## src/rtl/sync_det_pkg.sv

```systemverilog
package sync_det_pkg;

    typedef enum logic [1:0] {
        SRC_SEPARATED = 2'b00,
        SRC_LOW       = 2'b01,
        SRC_HIGH      = 2'b10,
        SRC_PULSE     = 2'b11
    } pin_src_e;

    typedef enum logic {
        CMD_IDLE,
        CMD_WAIT2
    } cmd_state_e;

    typedef enum logic {
        PR_ABSENT,
        PR_PRESENT
    } pr_state_e;

    typedef struct packed {
        pin_src_e src;
        logic     ten_lines;
        logic     mute;
    } ctrl_t;

endpackage

```

## src/rtl/sync_cmd_decoder.sv

```systemverilog
module sync_cmd_decoder
    import sync_det_pkg::*;
#(
    parameter logic [3:0] CMD_ID = 4'hC,
    parameter int         ACQ_W  = 3,
    parameter int         LOSS_W = 4
) (
    input  logic              clk,
    input  logic              rst_n,
    input  logic              wr_en,
    input  logic [7:0]        wr_data,
    output ctrl_t             ctrl,
    output logic [ACQ_W-1:0]  acq_code,
    output logic [LOSS_W-1:0] loss_code
);
    localparam int ACQ_LSB = 4;

    cmd_state_e        state, state_nx;
    logic              id_hit;
    logic              take_first;
    logic              take_second;
    logic [ACQ_W-1:0]  acq_field;
    logic [LOSS_W-1:0] loss_field;
    logic              acq_ok;
    logic              loss_ok;

    always_comb begin
        id_hit      = (wr_data[7:4] == CMD_ID);
        acq_field   = wr_data[ACQ_LSB +: ACQ_W];
        loss_field  = wr_data[LOSS_W-1:0];
        acq_ok      = ((acq_field & (acq_field - ACQ_W'(1))) == '0);
        loss_ok     = ((loss_field & (loss_field - LOSS_W'(1))) == '0);
        take_first  = wr_en && id_hit;
        take_second = wr_en && (state == CMD_WAIT2) && !id_hit && !wr_data[7];
    end

    // state register
    always_ff @(posedge clk or negedge rst_n) begin
        if (!rst_n) state <= CMD_IDLE;
        else        state <= state_nx;
    end

    // next state
    always_comb begin
        state_nx = state;
        unique case (state)
            CMD_IDLE: begin
                if (take_first) state_nx = CMD_WAIT2;
            end
            CMD_WAIT2: begin
                if (take_first)       state_nx = CMD_WAIT2;
                else if (take_second) state_nx = CMD_IDLE;
            end
            default: state_nx = CMD_IDLE;
        endcase
    end

    // control and threshold registers
    always_ff @(posedge clk or negedge rst_n) begin
        if (!rst_n) begin
            ctrl      <= '0;
            acq_code  <= '0;
            loss_code <= '0;
        end else begin
            if (take_first) begin
                ctrl.src       <= pin_src_e'(wr_data[3:2]);
                ctrl.ten_lines <= wr_data[1];
                ctrl.mute      <= wr_data[0];
            end
            if (take_second) begin
                if (acq_ok)  acq_code  <= acq_field;
                if (loss_ok) loss_code <= loss_field;
            end
        end
    end

    AST_CODES_ONEHOT: assert property (@(posedge clk) disable iff (!rst_n)
        (((acq_code & (acq_code - ACQ_W'(1))) == '0) && ((loss_code & (loss_code - LOSS_W'(1))) == '0)));
    AST_FOREIGN_IGNORED: assert property (@(posedge clk) disable iff (!rst_n)
        (wr_en && state == CMD_IDLE && wr_data[7:4] != CMD_ID) |=> (state == CMD_IDLE && $stable(ctrl) && $stable(acq_code) && $stable(loss_code)));
    AST_SECOND_NEEDS_WAIT: assert property (@(posedge clk) disable iff (!rst_n)
        ($past(state) == CMD_IDLE && !$stable(loss_code)) |-> 1'b0);

endmodule

```

## src/rtl/sync_run_counter.sv

```systemverilog
module sync_run_counter #(
    parameter int CNT_W = 9
) (
    input  logic             clk,
    input  logic             rst_n,
    input  logic             inc,
    input  logic             clr,
    output logic [CNT_W-1:0] cnt
);
    localparam logic [CNT_W-1:0] CNT_MAX = '1;

    always_ff @(posedge clk or negedge rst_n) begin
        if (!rst_n)                        cnt <= '0;
        else if (clr)                      cnt <= '0;
        else if (inc && cnt != CNT_MAX)    cnt <= cnt + CNT_W'(1);
    end

    AST_CNT_SATURATE: assert property (@(posedge clk) disable iff (!rst_n)
        (cnt == CNT_MAX && inc && !clr) |=> (cnt == CNT_MAX));
    AST_CNT_RESTART: assert property (@(posedge clk) disable iff (!rst_n)
        clr |=> (cnt == '0));

endmodule

```

## src/rtl/sync_thr_decode.sv

```systemverilog
module sync_thr_decode #(
    parameter int CODE_W = 3,
    parameter int SHIFT  = 2,
    parameter int LEN_W  = 9
) (
    input  logic [CODE_W-1:0] code,
    output logic [LEN_W-1:0]  len
);
    logic [LEN_W-1:0] term [CODE_W];

    for (genvar g = 0; g < CODE_W; g++) begin : g_term
        assign term[g] = code[g] ? (LEN_W'(1) << (g + SHIFT)) : '0;
    end

    always_comb begin
        len = '0;
        for (int i = 0; i < CODE_W; i++) len = len | term[i];
    end

endmodule

```

## src/rtl/sync_presence_fsm.sv

```systemverilog
module sync_presence_fsm
    import sync_det_pkg::*;
#(
    parameter int CNT_W = 9
) (
    input  logic             clk,
    input  logic             rst_n,
    input  logic             strobe,
    input  logic             seen,
    input  logic [CNT_W-1:0] hit_cnt,
    input  logic [CNT_W-1:0] miss_cnt,
    input  logic [CNT_W-1:0] acq_len,
    input  logic [CNT_W-1:0] loss_len,
    output logic             present
);
    pr_state_e      state, state_nx;
    logic [CNT_W:0] hit_after;
    logic [CNT_W:0] miss_after;
    logic           acquire;
    logic           lose;

    always_comb begin
        hit_after  = {1'b0, hit_cnt}  + (CNT_W+1)'(1);
        miss_after = {1'b0, miss_cnt} + (CNT_W+1)'(1);
        acquire    = (acq_len == '0) ||
                     (strobe && seen && hit_after >= {1'b0, acq_len});
        lose       = (loss_len != '0) && strobe && !seen &&
                     (miss_after >= {1'b0, loss_len});
    end

    // state register
    always_ff @(posedge clk or negedge rst_n) begin
        if (!rst_n) state <= PR_ABSENT;
        else        state <= state_nx;
    end

    // next state
    always_comb begin
        state_nx = state;
        unique case (state)
            PR_ABSENT:  if (acquire) state_nx = PR_PRESENT;
            PR_PRESENT: if (lose)    state_nx = PR_ABSENT;
            default:    state_nx = PR_ABSENT;
        endcase
    end

    // outputs
    always_comb begin
        present = (state == PR_PRESENT);
    end

    AST_RISE_NEEDS_HIT: assert property (@(posedge clk) disable iff (!rst_n)
        $rose(present) |-> $past(acq_len == '0 || (strobe && seen)));
    AST_FALL_NEEDS_MISS: assert property (@(posedge clk) disable iff (!rst_n)
        $fell(present) |-> $past(strobe && !seen && loss_len != '0));
    AST_LOSS_OFF_HOLDS: assert property (@(posedge clk) disable iff (!rst_n)
        (present && loss_len == '0) |=> present);
    AST_ZERO_ACQ_RISES: assert property (@(posedge clk) disable iff (!rst_n)
        (!present && acq_len == '0) |=> present);

endmodule

```

## src/rtl/sync_presence_top.sv

```systemverilog
module sync_presence_top
    import sync_det_pkg::*;
#(
    parameter logic [3:0] CMD_ID = 4'hC,
    parameter int         CNT_W  = 9
) (
    input  logic       clk,
    input  logic       rst_n,
    input  logic       line_strobe,
    input  logic       sync_seen,
    input  logic       cmd_wr,
    input  logic [7:0] cmd_byte,
    output logic       sync_present,
    output logic [1:0] pin_src,
    output logic       ten_lines,
    output logic       video_mute
);
    localparam int ACQ_W      = 3;
    localparam int LOSS_W     = 4;
    localparam int ACQ_SHIFT  = 2;
    localparam int LOSS_SHIFT = 5;

    ctrl_t             ctrl;
    logic [ACQ_W-1:0]  acq_code;
    logic [LOSS_W-1:0] loss_code;
    logic [CNT_W-1:0]  acq_len;
    logic [CNT_W-1:0]  loss_len;
    logic [CNT_W-1:0]  hit_cnt;
    logic [CNT_W-1:0]  miss_cnt;
    logic              hit_ev;
    logic              miss_ev;

    always_comb begin
        hit_ev  = line_strobe && sync_seen;
        miss_ev = line_strobe && !sync_seen;
    end

    sync_cmd_decoder #(.CMD_ID(CMD_ID), .ACQ_W(ACQ_W), .LOSS_W(LOSS_W)) u_cmd (
        .clk(clk), .rst_n(rst_n), .wr_en(cmd_wr), .wr_data(cmd_byte),
        .ctrl(ctrl), .acq_code(acq_code), .loss_code(loss_code)
    );

    sync_thr_decode #(.CODE_W(ACQ_W), .SHIFT(ACQ_SHIFT), .LEN_W(CNT_W)) u_acq_len (
        .code(acq_code), .len(acq_len)
    );

    sync_thr_decode #(.CODE_W(LOSS_W), .SHIFT(LOSS_SHIFT), .LEN_W(CNT_W)) u_loss_len (
        .code(loss_code), .len(loss_len)
    );

    sync_run_counter #(.CNT_W(CNT_W)) u_hit_run (
        .clk(clk), .rst_n(rst_n), .inc(hit_ev), .clr(miss_ev), .cnt(hit_cnt)
    );

    sync_run_counter #(.CNT_W(CNT_W)) u_miss_run (
        .clk(clk), .rst_n(rst_n), .inc(miss_ev), .clr(hit_ev), .cnt(miss_cnt)
    );

    sync_presence_fsm #(.CNT_W(CNT_W)) u_presence (
        .clk(clk), .rst_n(rst_n), .strobe(line_strobe), .seen(sync_seen),
        .hit_cnt(hit_cnt), .miss_cnt(miss_cnt),
        .acq_len(acq_len), .loss_len(loss_len), .present(sync_present)
    );

    always_comb begin
        pin_src    = ctrl.src;
        ten_lines  = ctrl.ten_lines;
        video_mute = ctrl.mute;
    end

endmodule

```

## config.mk

```make
export PLATFORM = sky130hd
export DESIGN_NAME = sync_presence_top
export DESIGN_NICKNAME = d
export VERILOG_FILES = /design/src/rtl/sync_det_pkg.sv /design/src/rtl/sync_cmd_decoder.sv /design/src/rtl/sync_run_counter.sv /design/src/rtl/sync_thr_decode.sv /design/src/rtl/sync_presence_fsm.sv /design/src/rtl/sync_presence_top.sv
export SDC_FILE = /design/constraint.sdc
export NUM_CORES = 1
export LEC_CHECK = 0
export ABC_AREA = 1
export CORE_ASPECT_RATIO = 1.1
export CORE_UTILIZATION = 35
export DETAILED_ROUTE_END_ITERATION = 12
export SLEW_MARGIN = 40
export SYNTH_ARGS = -nofsm -noshare
export SYNTH_HDL_FRONTEND = slang
export SYNTH_HIERARCHICAL = 1
export SYNTH_SLANG_ARGS = --single-unit
```

## constraint.sdc

```tcl
create_clock -name clk -period 1.88 [get_ports clk]
set_clock_uncertainty 0.1 [all_clocks]
set_input_delay 0.188 -clock clk [delete_from_list [all_inputs] [get_ports clk]]
set_output_delay 0.188 -clock clk [all_outputs]
set_load 0.01 [all_outputs]
```

* Word-level counts from Yosys, hierarchy flattened *
Cells that the tools add are included.

word-level totals
  register bits = 31
  latch bits = 0
  bits in writable memories = 0
  ROM bits = 0
  input port bits = 13
  output and inout bits = 5
  logic and storage cells = 71
  memories = 0

cells by class
  $add $sub $neg = 6
  multiply operators = 0
  divide/modulo/power cells = 0
  magnitude comparators = 2
  eq/ne operators = 3
  shift-type cells = 0
  multiplexer cells = 18
  bitwise operators = 9
  reductions and logical operators = 24

operators by type and width
  operator                count
  $mux W9                 5
  $or A9 B9 Y9            5
  $add A9 B1 Y10 const B  2
  $ge A10 B9 Y1           2
  $add A9 B1 Y9 const B   2
  $ne A9 B9 Y1 const B    2
  $logic_and A1 B1 Y1     12
  $logic_not A9 Y1        1
  $reduce_bool A9 Y1      1
  $mux W8                 1
  $mux W7                 1
  $mux W6                 1
  $mux W1                 5
  $mux W5                 1
  $and A4 B4 Y4           1
  $eq A4 B4 Y1 const B    1
  $logic_not A4 Y1        1
  $mux W4                 1
  $pmux W1 S2             2
  $reduce_and A2 Y1       2
  $reduce_bool A2 Y1      2
  $sub A4 B1 Y4 const B   1
  $and A3 B3 Y3           1
  $logic_not A1 Y1        3
  5 further kinds         6

* Depth between registers and ports, before layout *
Gate-level depths: netlist (run 1).

  word-level depth = 10
  gate-level depth with buffers = 16

* Modules after synthesis *
The synthesis (run 1) kept the hierarchy.

by module, submodules not included
  module             times used  cells an instance  area each (um2)  seq. area each (um2)
  sync_run_counter   2           60                 489.2            225.2
  sync_presence_fsm  1           151                910.9            25.0
  sync_cmd_decoder   1           65                 635.6            300.3
  sync_thr_decode    2           10                 71.3             0.0
  sync_presence_top  1           4                  17.5             0.0

* Least setup slack after synthesis (run 1) *
OpenSTA, ideal clock, no wires.

  kind = reg-to-reg
  start = register u_hit_run.cnt[0]
  end = register u_presence.state (netlist: u_presence/present)
  library setup time = 123 ps
  data arrival time = 1,830 ps
  path slack = -173 ps
  stages on the path, launching flop included = 13
  clock period less this slack = 2,053 ps
  cell sequence = dfrtp_1 -> ha_1 -> nand3_1 -> nand3b_1 -> nand3b_1 -> xor2_1 -> inv_1 -> ha_1 -> a31o_2 -> inv_1 -> nand2_1 -> nand2_1 -> a21oi_1

between the ends
  longest elaborated chain between the ends = 6

RTL lines
  what                           line                     text
  from (decl)                    sync_run_counter.sv:8    output logic [CNT_W-1:0] cnt
  from (signal assigned)         sync_run_counter.sv:15   else if (inc && cnt != CNT_MAX) cnt <= cnt + CNT_W'(1);
  $add A9 B1 Y10                 sync_presence_fsm.sv:23  hit_after = {1'b0, hit_cnt} + (CNT_W+1)'(1);
  $ge A10 B9 Y1                  sync_presence_fsm.sv:26  (strobe && seen && hit_after >= {1'b0, acq_len});
  $logic_and A1 B1 Y1            sync_presence_fsm.sv:26
  $logic_or A1 B1 Y1             sync_presence_fsm.sv:25  acquire = (acq_len == '0) ||
  $mux W1                        sync_presence_fsm.sv:41  PR_ABSENT: if (acquire) state_nx = PR_PRESENT;
  $pmux W1 S2                    sync_presence_fsm.sv:40  unique case (state)
  named net u_presence.state_nx  sync_presence_fsm.sv:16  pr_state_e state, state_nx;
  to (signal assigned)           sync_presence_fsm.sv:34  else state <= state_nx;
  to (decl)                      sync_presence_fsm.sv:16

The timed path passes the listed nets, and every way through them passes these cells.
A chain may end at the register's enable or synchronous reset.

* Worst setup path in the final report (run 1) *
  start = register u_miss_run.cnt[1]
  end = register u_presence.state (netlist: u_presence/present)

between the ends
  longest elaborated chain between the ends = 5

RTL lines
  what                           line                     text
  from (decl)                    sync_run_counter.sv:8
  from (signal assigned)         sync_run_counter.sv:15
  $add A9 B1 Y10                 sync_presence_fsm.sv:24  miss_after = {1'b0, miss_cnt} + (CNT_W+1)'(1);
  $ge A10 B9 Y1                  sync_presence_fsm.sv:28  (miss_after >= {1'b0, loss_len});
  $logic_and A1 B1 Y1            sync_presence_fsm.sv:27  lose = (loss_len != '0) && strobe && !seen &&
  $mux W1                        sync_presence_fsm.sv:42  PR_PRESENT: if (lose) state_nx = PR_ABSENT;
  $pmux W1 S2                    sync_presence_fsm.sv:40
  named net u_presence.state_nx  sync_presence_fsm.sv:16

The timed path passes the listed nets, and every way through them passes these cells.

==> results of run 1 <==
area by class of cell:
class                   instances  share of cell area (%)
multi-input cells             251                   49.81
flip-flops and latches         31                   23.38
repair buffers                 46                   11.78
inverters                      69                   8.208
well taps                      87                   3.276
clock buffers                   6                   2.485
clock inverters                 2                   1.054
cell usage in the layout (no fill, tap or decap), drive strengths merged:
cell | netlist | layout
xor2 | 14 | 14
ha | 24 | 24
a31oi | 1 | 1
a21oi | 16 | 16
o21ai | 9 | 9
clkdlybuf4s50 | 0 | 17
nor3b | 2 | 2
clkbuf | 0 | 6
nor4 | 2 | 2
conb | 2 | 11
buf | 18 | 29
or2 | 1 | 1
inv | 68 | 68
a21boi | 1 | 1
bufinv | 1 | 2
nand3 | 18 | 18
nand2 | 92 | 92
xnor2 | 2 | 2
nand4 | 11 | 11
nand3b | 6 | 6
dfrtp | 31 | 31
nor2 | 37 | 37
a31o | 1 | 1
clkinv | 0 | 1
nor3 | 1 | 1
o211ai | 1 | 1
o21bai | 1 | 1
logic make-up (layout without fill, tap and decap cells):
kind of cell,Yosys count,in the layout,share of synthesized area (%)
other cells,2,11,0.2797
simple gates,170,170,32.39
compound gates,30,30,6.850
buf+inv,87,123,15.19
flops,31,31,28.89
xor+xnor,16,16,5.219
fa+ha+maj,24,24,11.18
layer usage:
layer,vias up,wire length (um)
met5,-,0
li1,1191,-
met2,20,2702
met3,2,106
met1,1031,2401
met4,0,24
per-stage QoR:
| stage | TNS [ns] | hold WS (ns) | total power, mW | area (um^2) | util [%] |
|---|---|---|---|---|---|
| after floorplan | -0.1557 | -0.2076 | 1.435 | 2728 | - |
| after global placement | -0.3301 | 0.3614 | 1.595 | 3089 | 41.57 |
| after detailed placement | -0.5886 | 0.3629 | 1.613 | 3089 | 41.57 |
| after CTS | -0.3113 | 0.2131 | 2.342 | 3278 | 44.11 |
| after global routing | -1.656 | 0.2335 | 2.505 | 3323 | 44.71 |
| final | -0.3139 | 0.2086 | 2.311 | 3323 | 44.71 |
state kept, by name, indices dropped and copies added, names as in the netlist:
register / flops
u_cmd/acq_code: 3
u_cmd/ctrl: 4
u_cmd/loss_code: 4
u_cmd/state: 1
u_hit_run/cnt: 9
u_miss_run/cnt: 9
u_presence/present: 1
timing repair:
item | CTS | global route
setup buffers | 1 | 0
endpoints found under the setup margin | 11 | 18
pin swaps | 6 | 3
gates resized for setup | 16 | 12
power groups by stage:
stage | clock network [mW] | registers, mW | logic [mW]
2_1_floorplan | 0 | 0.893 | 0.542
3_3_place_gp | 0 | 0.883 | 0.711
3_5_place_dp | 0 | 0.885 | 0.728
4_1_cts | 0.710 | 0.874 | 0.759
5_1_grt | 0.741 | 0.892 | 0.871
6_report | 0.681 | 0.872 | 0.758
cell usage after synthesis (all sizes together), types with 2 or more instances:
master and number:
nor3b 2, a21oi 16, conb 2, xnor2 2
nand4 11, buf 18, nand3 18, inv 68
ha 24, nand2 92, nor2 37, dfrtp 31
o21ai 9, nand3b 6, xor2 14, nor4 2
worst paths after layout:
path / startpoint / end / slack [ns] / cells past startpoint
setup / recovery: u_miss_run/cnt[1] / u_presence/present / -0.29 / 13
hold / removal: rst_n / u_cmd/acq_code[0] / 0.21 / 2
setup reg to reg: u_miss_run/cnt[1] / u_presence/present / -0.29 / 13
hold reg to reg: u_cmd/loss_code[1] / u_cmd/loss_code[1] / 0.38 / 2
max in group asynchronous: rst_n / u_hit_run/cnt[0] / 1.16 / 2
min in group clk: u_cmd/loss_code[1] / u_cmd/loss_code[1] / 0.38 / 2
==> flow_summary.json, run 1 <==
{
  "die_w_um": 85.51,
  "multi_input_area_um2": 1655,
  "vias": 2244,
  "antenna_found_initial": 0,
  "ys_seq_area_share_pct": 28.89,
  "setup_ws_ns": -0.2931,
  "instances_no_fill": 492,
  "dp_hpwl_um": 4132,
  "cts.reportedPaths.clkPinSlew_ns": 0.07,
  "die_area_um2": 8026,
  "fmax_mhz": 460.2,
  "regArea_um2": 777.0,
  "finalMaxSlewViolations": 0,
  "grt_util_met3_pct": 3.691,
  "grt.busiest_layer": "met2",
  "cts_max_path_buffers": 2,
  "yosys_warnings": 6,
  "gp_congestion": 0.7731,
  "grt_pass1_vias": 2194,
  "ys_seq_elements": 31,
  "crit_path_top_delay_cell": "dfrtp_1",
  "violations": "negative setup slack",
  "async_flop_share_pct": 100.0,
  "p_int_mw": 1.572,
  "fillers": 771,
  "drc": 0,
  "finalCritPeriodShare_pct": 115.6,
  "antenna_left": 0,
  "wire_per_inst_um": 10.64,
  "track_usage_pct": 14.68,
  "peakVddDrop_mv": 0.3018,
  "min_period_ns": 2.173,
  "worst-setup-path-type": "flip-flop to flip-flop",
  "dr.pass1.iters": 6,
  "final_nets": 441,
  "clock_sinks": 31,
  "clkPwrFrac_pct": 29.5,
  "syn_to_final_growth_pct": 23.77,
  "start_kind": "flip-flop",
  "crit_top_cell": "nand2_1",
  "crit_required_ns": 1.95,
  "crit_arrival_ns": 2.24,
  "initialDrtViolationCount": 78,
  "setup_viol": 2,
  "ys_types": 34,
  "crit_path_max_incr_delay_ns": 0.40,
  "grt_pass1_wl_um": 9356,
  "synth_edf_count": 0,
  "power.share.combinational_pct": 32.8,
  "rows": 33,
  "grtUsageMet1_pct": 17.94,
  "cts_buffers": 5,
  "synthTopCellsByArea": "dfrtp_1 29%, nand2_1 13%, ha_1 11%",
  "synth_area_um2": 2685,
  "yosysTopAreaCell": "dfrtp_1",
  "critPathMaxFanout": 3,
  "path_cells": "ha_2, nand3_2, nand3b_1, xor2_1, inv_1, ha_1, nand2_1, nor2_1, a21boi_1, nand2_1, nand2_1, a21oi_2, a21oi_2",
  "core_region_area_um2": 7432,
  "grt_overflow": 0,
  "cts_root_buf": "clkbuf_8",
  "min_path_type": "input pin to asynchronous set/reset pin",
  "switching_share_pct": 31.99,
  "drv_cap": 0,
  "wl_um": 5234,
  "htreeDepth": 2,
  "syn_inst": 360,
  "antenna_cells": 0,
  "avgSynthCellArea_um2": 7.459,
  "viasPerCell": 4.561,
  "grt_max_degree": 32,
  "hold_violations": 0,
  "status": "finished, violations left",
  "dp_cells": 484,
  "p_sw_mw": 0.7392,
  "synth_ff_type": "dfrtp_1",
  "p_leak_nw": 1.704,
  "path_buf_inv": 1,
  "place_ws_ns": -0.3071,
  "cts_tree": "done",
  "clock_latency_ns": 0.28,
  "drive_gt1_share_pct": 23.21,
  "grt_use_met2_pct": 25.87,
  "seq_power_share_pct": 37.7,
  "rsz0062_at_grt": "true",
  "powerDensity_nw_per_um2": 695.5,
  "io_buffers": 17,
  "cts_hold_buf": 0,
  "synth.top_cell.area_share_pct": 28.89,
  "initial_core_util_pct": 36.13,
  "die_h_um": 93.86,
  "io_pins": 18,
  "critPathTopFamily": "simple AND/OR/NAND/NOR gates",
  "crit_path_end_kind": "flip-flop"
}
No activity file was read; power rests on OpenSTA's default activity.
==> run 2: changes to the inputs <==
- CORE_ASPECT_RATIO: 1.1 -> 2
- CORE_UTILIZATION: 35 -> 49
- PLACE_DENSITY: not set -> 0.71
==> flow_summary.json, run 2 (synthesis gave the netlist of run 1 again) <==
{
  "grt_pass1_vias": 2434,
  "gp_congestion": 0.8224,
  "core_region_area_um2": 5185,
  "initialDrtViolationCount": 78,
  "cts_max_path_buffers": 2,
  "finalCritPeriodShare_pct": 118.1,
  "final_cell_mix": "83 x nand2_1, 60 x inv_1, 44 x buf_4, 29 x dfrtp_1",
  "viasPerCell": 5.099,
  "crit_arrival_ns": 2.35,
  "setup_ws_ns": -0.3412,
  "io_pins": 18,
  "min_period_ns": 2.221,
  "worst-setup-path-type": "flip-flop to flip-flop",
  "hold_violations": 0,
  "grt_overflow": 0,
  "timing.rr.start": "u_miss_run/cnt[0]",
  "dr.pass1.iters": 5,
  "reg.largest.list": "u_hit_run/cnt x9, u_miss_run/cnt x9",
  "clock_latency_ns": 0.30,
  "rsz0062_at_grt": "true",
  "final_common_cell": "nand2_1",
  "p_leak_nw": 1.813,
  "min_path_type": "input pin to asynchronous set/reset pin",
  "io_buffers": 17,
  "status": "finished, violations left",
  "fin_hold_ws_ns": 0.1842,
  "regArea_um2": 778.2,
  "crit_path_end_kind": "flip-flop",
  "fin_util_pct": 68.03,
  "die_w_um": 54.35,
  "powerDensity_nw_per_um2": 653.1,
  "initial_core_util_pct": 51.79,
  "track_usage_pct": 23.99,
  "wire_per_inst_um": 13.36,
  "multi_input_area_um2": 1735,
  "dp_hpwl_um": 4481,
  "r2r_slack_ns": -0.34,
  "clock_sinks": 31,
  "start_kind": "flip-flop",
  "syn_to_final_growth_pct": 31.36,
  "grt_max_degree": 32,
  "crit_required_ns": 2.01,
  "wl_um": 6466,
  "vias": 2468,
  "setup_viol": 13,
  "peakVddDrop_mv": 0.8287,
  "finalMaxSlewViolations": 0,
  "critPathMaxFanout": 3,
  "grt_pass1_wl_um": 10060,
  "rows": 37,
  "final_nets": 462,
  "die_area_um2": 5798,
  "violations": "negative setup slack",
  "drc": 0,
  "startpoint": "u_miss_run/cnt[0]",
  "antenna_found_initial": 0,
  "cts_tree": "done",
  "fillers": 406,
  "antenna_cells": 0,
  "htreeDepth": 2,
  "drv_cap": 0,
  "cts_buffers": 5,
  "cts_root_buf": "clkbuf_8",
  "antenna_left": 0,
  "fmax_mhz": 450.2,
  "die_h_um": 106.7,
  "drive_gt1_share_pct": 30.05,
  "cts.reportedPaths.clkPinSlew_ns": 0.07
}
run 2: cell types whose count changed in the layout (fill, tap and decap cells not counted), sizes merged:
cell / previous run / this run
clkinv: 1 / 0
clkinvlp: 0 / 2
bufinv: 2 / 1
buf: 29 / 50
clkbuf: 6 / 5
inv: 68 / 69
run 2: timing repair:
item | CTS | global route
gates resized for setup | 30 | 28
endpoints found under the setup margin | 19 | 18
setup buffers | 11 | 10
hold buffers | 0 | 0
pin swaps | 19 | 18
run 2: layer usage:
| layer | global-route usage, % | up-vias | share of wire [%] |
|---|---|---|---|
| li1 | - | 1232 | - |
| met3 | 5.106 | 20 | 3.4 |
| met2 | 47.04 | 55 | 57 |
| met5 | 0 | - | 0 |
| met1 | 20.75 | 1161 | 35 |
| met4 | 10.44 | 0 | 4.1 |
run 2: layout make-up:
cell class	instances	area share (%)
clock buffer	5	1.951
clock inverter	3	0.6740
multi-input combinational	251	49.20
sequential	31	22.06
inverter	69	7.946
timing repair buffer	67	16.11
tap	58	2.057
run 2: metrics by stage:
step,setup WS [ns],std cells,cell area (um^2),total power [mW],setup TNS (ns)
after floorplan,-0.1557,369,2728,1.435,-0.1557
after global placement,-0.1891,459,3083,1.599,-0.7933
after detailed placement,-0.2743,459,3083,1.618,-1.562
after CTS,-0.2423,476,3367,2.268,-1.685
after global routing,-0.3686,484,3527,2.460,-3.332
final,-0.3412,484,3527,2.303,-2.244
run 2: critical path, stage by stage (launching register included):
cell	delay (ns)
dfrtp_1	0.40
ha_2	0.20
nand3_2	0.10
nand3b_1	0.20
xor2_1	0.19
inv_1	0.07
ha_1	0.20
a21oi_1	0.19
a21boi_2	0.20
nand2_1	0.08
nand2_1	0.07
a21oi_2	0.05
a21oi_1	0.10
run 2: final timing paths:
check                                           to  cells after the start
max in group asynchronous        u_miss_run/cnt[3]                      2
worst min register to register  u_cmd/loss_code[0]                      2
min in group clk                u_cmd/loss_code[0]                      2
worst min-delay path             u_cmd/acq_code[2]                      2
worst max register to register  u_presence/present                     12
worst max-delay path            u_presence/present                     12
run 2: power by group:
| part | internal (mW) | switching (mW) |
|---|---|---|
| Sequential | 0.790 | 0.0808 |
| Clock | 0.264 | 0.295 |
| Combinational | 0.408 | 0.466 |
==> run 3: changes to the inputs <==
- CAP_MARGIN: not set -> 20
- PLACE_DENSITY: 0.71 -> 0.68
- clock period: 1.88 -> 2.2 ns (I/O delays scaled with it)
==> flow_summary.json, run 3 (synthesis gave the netlist of run 1 again) <==
{
  "clock_latency_ns": 0.29,
  "initialDrtViolationCount": 73,
  "antenna_found_initial": 0,
  "highest_layer": "met4",
  "finalCritPeriodShare_pct": 97.42,
  "fmax_mhz": 466.6,
  "p_int_mw": 1.212,
  "clkPwrFrac_pct": 24.0,
  "power.share.combinational_pct": 36.4,
  "dp_hpwl_um": 4413,
  "critPathTopFamily": "simple AND/OR/NAND/NOR gates",
  "setup_viol": 0,
  "syn_to_final_growth_pct": 17.94,
  "final_cell_mix": "86 x nand2_1, 61 x inv_1, 27 x dfrtp_1, 21 x nor2_1, 21 x ha_1",
  "cts_buffers": 5,
  "cts_max_path_buffers": 2,
  "rows": 37,
  "grt_pass1_vias": 2206,
  "drv_cap": 0,
  "wl_met1_um": 2036,
  "vias": 2298,
  "die_h_um": 106.7,
  "crit_arrival_ns": 2.27,
  "path_cells": "buf_4, nand3_4, or2_4, xnor2_2, ha_1, a21oi_1, a21boi_2, nand2_1, nand2_1, a21oi_2, a21oi_2",
  "crit_path_max_incr_delay_ns": 0.36,
  "place_ws_ns": -0.01911,
  "critPathMaxFanout": 3,
  "reg.largest.list": "u_hit_run/cnt x9, u_miss_run/cnt x9",
  "finalMaxSlewViolations": 0,
  "rsz0062_at_grt": "true",
  "switching_share_pct": 36.34,
  "viasPerCell": 5.073,
  "wl_met2_um": 3344,
  "p_leak_nw": 1.640,
  "status": "complete, no violations",
  "grt_overflow": 0,
  "crit_path_end_kind": "flip-flop",
  "start_kind": "flip-flop",
  "hold_violations": 0,
  "powerDensity_nw_per_um2": 601.3,
  "grt_max_degree": 32,
  "drive_gt1_share_pct": 21.52,
  "track_usage_pct": 22.07,
  "die_w_um": 54.35,
  "wire_per_inst_um": 12.78,
  "place_area_um2": 2902,
  "path_buf_inv": 1,
  "grt_pass1_wl_um": 9135,
  "min_path_type": "input pin to asynchronous set/reset pin",
  "core_region_area_um2": 5185,
  "initial_core_util_pct": 51.79,
  "antenna_left": 0,
  "drc": 0,
  "cts_tree": "done",
  "final_nets": 431,
  "cts_hold_buf": 0,
  "dr.pass1.iters": 4,
  "peakVddDrop_mv": 0.5654,
  "cts_root_buf": "clkbuf_8",
  "crit_path_top_delay_cell": "dfrtp_1",
  "wl_um": 5788,
  "p_sw_mw": 0.6921,
  "seq_power_share_pct": 39.6,
  "wl_met3_um": 155,
  "io_buffers": 17,
  "final_common_cell": "nand2_1",
  "fin_hold_ws_ns": 0.2194,
  "setup_ws_ns": 0.05686,
  "cts.reportedPaths.clkPinSlew_ns": 0.07,
  "gp_congestion": 0.8076,
  "die_area_um2": 5798,
  "min_period_ns": 2.143,
  "io_pins": 18,
  "crit_required_ns": 2.33,
  "antenna_cells": 0,
  "worst-setup-path-type": "flip-flop to flip-flop",
  "final_cell_area_um2": 3167,
  "clock_sinks": 31,
  "htreeDepth": 2
}
-- run 3: cell count changes in the layout (fill, tap and decap cells not counted), sizes merged --
cell	delta
inv	-1
buf	-31
clkinv	+1
-- run 3: layer usage --
| metal | GRT usage, % | vias up |
|---|---|---|
| met3 | 3.972 | 20 |
| li1 | - | 1167 |
| met5 | 0 | - |
| met1 | 19.21 | 1065 |
| met2 | 41.99 | 46 |
| met4 | 13.00 | 0 |
-- run 3: worst reg2reg max path: stages, from the launching register on --
cell and delay, ns:
dfrtp_1 0.36, buf_4 0.14, nand3_4 0.09, or2_4 0.28
xnor2_2 0.14, ha_1 0.31, a21oi_1 0.16, a21boi_2 0.19
nand2_1 0.08, nand2_1 0.07, a21oi_2 0.06, a21oi_2 0.10
-- run 3: final timing paths --
| path | start | to | slack [ns] | cells after the start |
|---|---|---|---|---|
| max in group asynchronous | rst_n | u_miss_run/cnt[4] | 1.47 | 2 |
| worst min register to register | u_cmd/loss_code[2] | u_cmd/loss_code[2] | 0.38 | 2 |
| min in group clk | u_cmd/loss_code[2] | u_cmd/loss_code[2] | 0.38 | 2 |
| worst max-delay path | u_miss_run/cnt[0] | u_presence/present | 0.06 | 11 |
| worst max register to register | u_miss_run/cnt[0] | u_presence/present | 0.06 | 11 |
| worst min-delay path | rst_n | u_hit_run/cnt[7] | 0.22 | 2 |
-- run 3: power groups by stage --
stage,Combinational [mW],Sequential [mW],Clock [mW]
floorplan,0.462,0.762,0
CTS,0.613,0.750,0.480
global route,0.786,0.768,0.494
detailed placement,0.592,0.765,0
global placement,0.575,0.762,0
finish,0.693,0.753,0.458
-- run 3: metrics by stage --
step                util (%)  total power [mW]  cells  setup TNS (ns)
floorplan                  -             1.223    369               0
global placement       55.96             1.337    436               0
detailed placement     55.96             1.357    436        -0.01911
CTS                    57.96             1.842    446               0
global route           61.08             2.047    453        -0.05508
finish                 61.08             1.904    453               0
-- run 3: timing repair --
item                       4_1_cts  5_1_grt
setup endpoints to repair        1        2
setup buffers                    2        7
gates cloned                     0        0
pin swaps                        0        8
resized for setup                0       28
-- run 3: layout make-up --
class                           count  area, um^2
Fill cell                         481        2018
Timing Repair Buffer               36       316.6
Tap cell                           58       72.57
Multi-Input combinational cell    251        1635
Inverter                           69       272.8
Clock inverter                      3       20.02
Clock buffer                        5       68.82
Sequential cell                    31       780.7
